### src/rtl/trcPkg.sv
package trcPkg;

  typedef enum logic [1:0] {
    PK_REP   = 2'b00,
    PK_DRUN  = 2'b01,
    PK_SMALL = 2'b10,
    PK_RAW   = 2'b11
  } pktCode_e;

  typedef enum logic [1:0] {
    SEL_NONE,
    SEL_PEND,
    SEL_RUN,
    SEL_SAMPLE
  } outSel_e;

  typedef enum logic [1:0] {
    RM_NONE,
    RM_REP,
    RM_DELTA
  } runMode_e;

  typedef struct packed {
    outSel_e  outSel;
    logic     pendLoad;
    logic     histLoad;
    logic     histClear;
    pktCode_e runCode;
  } ctrlStrobe_t;

  typedef struct packed {
    logic isRepeat;
    logic isDeltaRun;
  } dpFlags_t;

endpackage

### src/rtl/trcDatapath.sv
module trcDatapath
  import trcPkg::*;
#(
  parameter int DATA_W  = 8,
  parameter int SMALL_W = 5
) (
  input  logic              clk,
  input  logic              rst,
  input  logic [DATA_W-1:0] sampleIn,
  input  ctrlStrobe_t       strobe,
  input  logic [DATA_W-1:0] runCount,
  output dpFlags_t          flags,
  output logic              save,
  output logic [1:0]        pktCode,
  output logic [DATA_W-1:0] payload
);

  localparam int SMALL_MIN = -(1 << (SMALL_W - 1));
  localparam int SMALL_MAX = (1 << (SMALL_W - 1)) - 1;

  logic [DATA_W-1:0] prevSample, prevDelta, pendPay;
  logic              havePrev, haveDelta;
  pktCode_e          pendCode;

  logic [DATA_W-1:0] diff;
  logic              fitsSmall;
  pktCode_e          sampleCode;
  logic [DATA_W-1:0] samplePay;

  assign diff = sampleIn - prevSample;

  always_comb begin
    fitsSmall = havePrev
             && ($signed(diff) >= SMALL_MIN)
             && ($signed(diff) <= SMALL_MAX);
    flags.isRepeat   = havePrev && (sampleIn == prevSample);
    flags.isDeltaRun = haveDelta && (diff == prevDelta);
    if (fitsSmall) begin
      sampleCode = PK_SMALL;
      samplePay  = '0;
      samplePay[SMALL_W-1:0] = diff[SMALL_W-1:0];
    end else begin
      sampleCode = PK_RAW;
      samplePay  = sampleIn;
    end
  end

  // sample history
  always_ff @(posedge clk) begin
    if (rst || strobe.histClear) begin
      havePrev   <= 1'b0;
      haveDelta  <= 1'b0;
      prevSample <= '0;
      prevDelta  <= '0;
    end else if (strobe.histLoad) begin
      prevSample <= sampleIn;
      havePrev   <= 1'b1;
      if (havePrev) begin
        prevDelta <= diff;
        haveDelta <= 1'b1;
      end
    end
  end

  // holding slot and output register
  always_ff @(posedge clk) begin
    if (rst) begin
      pendCode <= PK_RAW;
      pendPay  <= '0;
      save     <= 1'b0;
      pktCode  <= 2'b00;
      payload  <= '0;
    end else begin
      if (strobe.pendLoad) begin
        pendCode <= sampleCode;
        pendPay  <= samplePay;
      end
      unique case (strobe.outSel)
        SEL_PEND: begin
          save    <= 1'b1;
          pktCode <= pendCode;
          payload <= pendPay;
        end
        SEL_RUN: begin
          save    <= 1'b1;
          pktCode <= strobe.runCode;
          payload <= runCount;
        end
        SEL_SAMPLE: begin
          save    <= 1'b1;
          pktCode <= sampleCode;
          payload <= samplePay;
        end
        default: begin
          save    <= 1'b0;
          pktCode <= 2'b00;
          payload <= '0;
        end
      endcase
    end
  end

endmodule

### src/rtl/trcControl.sv
module trcControl
  import trcPkg::*;
#(
  parameter int RUN_W = 8
) (
  input  logic             clk,
  input  logic             rst,
  input  logic             enable,
  input  dpFlags_t         flags,
  output ctrlStrobe_t      strobe,
  output logic [RUN_W-1:0] runCount
);

  localparam logic [RUN_W-1:0] RUN_MAX = '1;

  runMode_e         mode, modeNext, wantMode;
  logic [RUN_W-1:0] count, countNext, bumped;
  logic             pendValid, pendNext;
  logic             runEmit, sampleEmit;
  pktCode_e         oldRunCode;

  assign bumped     = count + 1'b1;
  assign oldRunCode = (mode == RM_DELTA) ? PK_DRUN : PK_REP;
  assign wantMode   = flags.isRepeat ? RM_REP : RM_DELTA;

  always_comb begin
    strobe     = '{outSel: SEL_NONE, pendLoad: 1'b0, histLoad: 1'b0,
                   histClear: 1'b0, runCode: PK_REP};
    runCount   = '0;
    modeNext   = mode;
    countNext  = count;
    runEmit    = 1'b0;
    sampleEmit = 1'b0;
    if (enable) begin
      strobe.histLoad = 1'b1;
      if (flags.isRepeat || flags.isDeltaRun) begin
        if (mode == wantMode) begin
          if (bumped == RUN_MAX) begin
            runEmit        = 1'b1;
            strobe.runCode = oldRunCode;
            runCount       = bumped;
            countNext      = '0;
          end else begin
            countNext = bumped;
          end
        end else begin
          if (count != '0) begin
            runEmit        = 1'b1;
            strobe.runCode = oldRunCode;
            runCount       = count;
          end
          modeNext  = wantMode;
          countNext = 1;
        end
      end else begin
        sampleEmit = 1'b1;
        if (count != '0) begin
          runEmit        = 1'b1;
          strobe.runCode = oldRunCode;
          runCount       = count;
        end
        modeNext  = RM_NONE;
        countNext = '0;
      end
      if (pendValid) begin
        strobe.outSel   = SEL_PEND;
        strobe.pendLoad = sampleEmit;
      end else if (runEmit) begin
        strobe.outSel   = SEL_RUN;
        strobe.pendLoad = sampleEmit;
      end else if (sampleEmit) begin
        strobe.outSel = SEL_SAMPLE;
      end
    end else begin
      strobe.histClear = 1'b1;
      if (pendValid) begin
        strobe.outSel = SEL_PEND;
      end else if (count != '0) begin
        strobe.outSel  = SEL_RUN;
        strobe.runCode = oldRunCode;
        runCount       = count;
      end
      modeNext  = RM_NONE;
      countNext = '0;
    end
    pendNext = strobe.pendLoad;
  end

  always_ff @(posedge clk) begin
    if (rst) begin
      mode      <= RM_NONE;
      count     <= '0;
      pendValid <= 1'b0;
    end else begin
      mode      <= modeNext;
      count     <= countNext;
      pendValid <= pendNext;
    end
  end

endmodule

### src/rtl/trcCompress.sv
module trcCompress
  import trcPkg::*;
#(
  parameter int DATA_W  = 8,
  parameter int SMALL_W = 5
) (
  input  logic              clk,
  input  logic              rst,
  input  logic              enable,
  input  logic [DATA_W-1:0] sampleIn,
  output logic              save,
  output logic [1:0]        pktCode,
  output logic [DATA_W-1:0] payload
);

  ctrlStrobe_t       strobe;
  dpFlags_t          flags;
  logic [DATA_W-1:0] runCount;

  trcControl #(.RUN_W(DATA_W)) u_ctrl (
    .clk      (clk),
    .rst      (rst),
    .enable   (enable),
    .flags    (flags),
    .strobe   (strobe),
    .runCount (runCount)
  );

  trcDatapath #(.DATA_W(DATA_W), .SMALL_W(SMALL_W)) u_dp (
    .clk      (clk),
    .rst      (rst),
    .sampleIn (sampleIn),
    .strobe   (strobe),
    .runCount (runCount),
    .flags    (flags),
    .save     (save),
    .pktCode  (pktCode),
    .payload  (payload)
  );

endmodule

### config.mk
export PLATFORM = sky130hd
export DESIGN_NAME = trcCompress
export DESIGN_NICKNAME = d
export VERILOG_FILES = /design/src/rtl/trcPkg.sv /design/src/rtl/trcDatapath.sv /design/src/rtl/trcControl.sv /design/src/rtl/trcCompress.sv
export SDC_FILE = /design/constraint.sdc
export NUM_CORES = 1
export LEC_CHECK = 0
export BUFFER_PORTS_ARGS = -buffer_cell sky130_fd_sc_hd__buf_2
export CAP_MARGIN = 0
export CORE_MARGIN = 2
export CORE_UTILIZATION = 55
export DETAILED_ROUTE_END_ITERATION = 8
export HOLD_SLACK_MARGIN = 0.06
export MAX_ROUTING_LAYER = met4
export PLACE_DENSITY = 0.76
export SLEW_MARGIN = 20
export SYNTH_ARGS = -nofsm -noshare
export SYNTH_HDL_FRONTEND = slang
export SYNTH_SLANG_ARGS = --single-unit
### constraint.sdc
create_clock -name clk -period 6.5 [get_ports clk]
set_input_delay 0.65 -clock clk [delete_from_list [all_inputs] [get_ports clk]]
set_output_delay 0.65 -clock clk [all_outputs]
set_load 0.1 [all_outputs]
==> metrics.cfg <==
[synthesis]
async_flop_share_pct = 0
yosysTopAreaCell = dfxtp_1
synth_cell_types = 67
yosys-top-cells-count = dfxtp_1 (49), nor2_1 (34), a21oi_1 (21)
synth.avg_cell_area_um2 = 8.884
synth_top_area_share_pct = 34.72
seq_area_frac_synth_pct = 34.72
ys_warn_count = 0
syn_inst = 318
synth-edff-count = 0
synthFlopType = dfxtp_1
synthesis.area_um2 = 2825
syn_nets = 341
synth.area.top_cells = dfxtp_1 (35%), mux2i_1 (5.0%), ha_1 (4.9%)
synth_seq_cells = 49
synth.most_common_cell = dfxtp_1

[worst_setup_path]
start_kind = input port
crit_arrival_ns = 3.85
crit_required_ns = 6.67
path_class = in2reg
worst_setup_path_end_kind = flip-flop
worstPathMaxFanout = 11

[die]
floorplan.initialDensity_pct = 56.03
die_h_um = 75.67
die_area_um2 = 5726
num_rows = 26
coreArea_um2 = 5042
ios = 22
die_w_um = 75.67

[routing]
first_pass_iters = 4
drc_errors = 0
vias = 2229
ant_nets = 0
post_drt_wl_per_cell_um = 13.92
avgViaCountPerCell = 5.504
drt_first_iter_violations = 147
wl_um = 5638

[global_route]
grt_overflow = 0
grt_pass1_vias = 2012
antenna_found_initial = 0
grt_usage_pct = 21.89
grt_max_degree = 17
grt_pass1_wl_um = 9204

[finish]
nets = 357
final_layout_size_suffix_gt1_share_pct = 15.52
area_delta_synth_final_pct = 8.459
num_antenna_cells = 0

[hold_path]
holdCritPathClass = reg2reg

[pwr]
p_per_area_nw_per_um2 = 210.7
power.total_mw = 0.6457
max-vdd-ir-drop_uv = 103.8
p_leak_nw = 1.195

[job]
cap_violations = 0

[cts]
h-tree-depth = 2
clock-sinks = 49
clk_pin_slew_ns = 0.08
clock_latency_ns = 0.30
tritoncts = yes
ctsResizeCount = 0
cts_made_buffers = 5
hold_buffers = 0
clockBufferDepth = 2
postCtsSetupBuffers = 0
clock-root-buffer = clkbuf_8

[timing]
setup-violations-final = 0
slew_headroom_pct = 38.60
max_freq_mhz = 271.3
finalHoldViolations = 0
period_needed_ns = 3.686
worstMarginPinSlew_ns = 0.9126
drv_slew = 0
clock_skew_ns = 0.005566
setup_tns_ns = 0
rsz0062_at_grt = no
fin_crit_sh_pct = 56.71

[status]
status = completed

[placed_design]
gp_routability_congestion = 0.8661
post-dp-hpwl_um = 4289
port_buffers = 21

## layout by cell type (no fill, tap or decap), types with 8 or more instances in the layout
cell	instances
a21o_1	8
nand3_1	10
nand2_1	20
buf_2	21
xnor2_1	12
inv_1	17
nor3_1	8
and2_1	10
dfxtp_1	49
nor2_1	34
mux2i_1	14
ha_1	11
a21oi_1	21
## cell families (layout without fill, tap and decap cells)
| kind of cell | Yosys count | count (layout) | synth area share, % |
|---|---|---|---|
| compound gates | 79 | 79 | 20.82 |
| xor+xnor | 21 | 21 | 7.529 |
| simple gates | 112 | 112 | 20.77 |
| buf+inv | 30 | 47 | 4.827 |
| mux | 15 | 15 | 5.757 |
| fa+ha+maj | 12 | 12 | 5.580 |
| flops | 49 | 49 | 34.72 |
## power breakdown
group | switching, mW | leakage (nW) | internal (mW)
Sequential | 0.00456 | 0.398 | 0.307
Combinational | 0.0766 | 0.742 | 0.0417
Clock | 0.101 | 0.0554 | 0.116
## registers in the layout, indices dropped and copies added, names as in the netlist
register and count:
u_ctrl.count 8, u_ctrl.mode 2, u_ctrl.pendValid 1, u_dp.haveDelta 1, u_dp.havePrev 1, u_dp.payload 8, u_dp.pendCode 1, u_dp.pendPay 8
u_dp.pktCode 2, u_dp.prevDelta 8, u_dp.prevSample 8, u_dp.save 1
## final timing paths
path | startpoint | endpoint | slack, ns | depth (start not counted)
min reg2reg | u_dp.pendPay[7]$_SDFFE_PP0P_ | u_dp.pendPay[7]$_SDFFE_PP0P_ | 0.48 | 2
max | sampleIn[0] | u_dp.payload[0]$_SDFF_PP0_ | 2.81 | 14
max reg2reg | u_dp.prevSample[0]$_SDFFE_PP0P_ | u_dp.payload[0]$_SDFF_PP0_ | 3.02 | 12
min | u_dp.pendPay[7]$_SDFFE_PP0P_ | u_dp.pendPay[7]$_SDFFE_PP0P_ | 0.48 | 2
## critical path, cell delays in order
cell,delay (ns)
buf_2,0.09
inv_1,0.10
ha_1,0.15
inv_1,0.05
fa_1,0.46
a21oi_1,0.30
nor2_1,0.09
a311o_1,0.33
nor4_2,0.36
o2111a_2,0.32
nor2_1,0.08
o21ai_1,0.61
or2_1,0.21
o22ai_2,0.06
## final cells by class
class / count / area (µm²)
fill: 458 / 1978
multi-input combinational: 239 / 1708
sequential: 49 / 980.9
timing repair buffer: 22 / 112.6
tap: 70 / 87.58
clock buffer: 6 / 72.57
inverter: 17 / 63.81
clock inverter: 2 / 38.79
## per-layer routing
metal  track usage, %  vias to the layer above  wire [µm]
li1                 -                     1162          -
met1            27.04                     1029       2632
met2            36.43                       32       2754
met3            3.571                        6        182
met4            7.212                        0         70
met5                -                        -          0
## per-stage QoR
stage	utilization [%]	hold slack, ns	cells	instance area, µm²	setup WS [ns]
floorplan	-	0.4341	318	2825	3.123
global placement	58.56	0.4669	397	2953	2.644
detailed placement	58.56	0.4691	397	2953	2.525
CTS	60.77	0.4819	405	3064	2.858
global route	60.77	0.5076	405	3064	2.615
finish	60.77	0.4785	405	3064	2.814
Power figures use the tool's default switching activity.
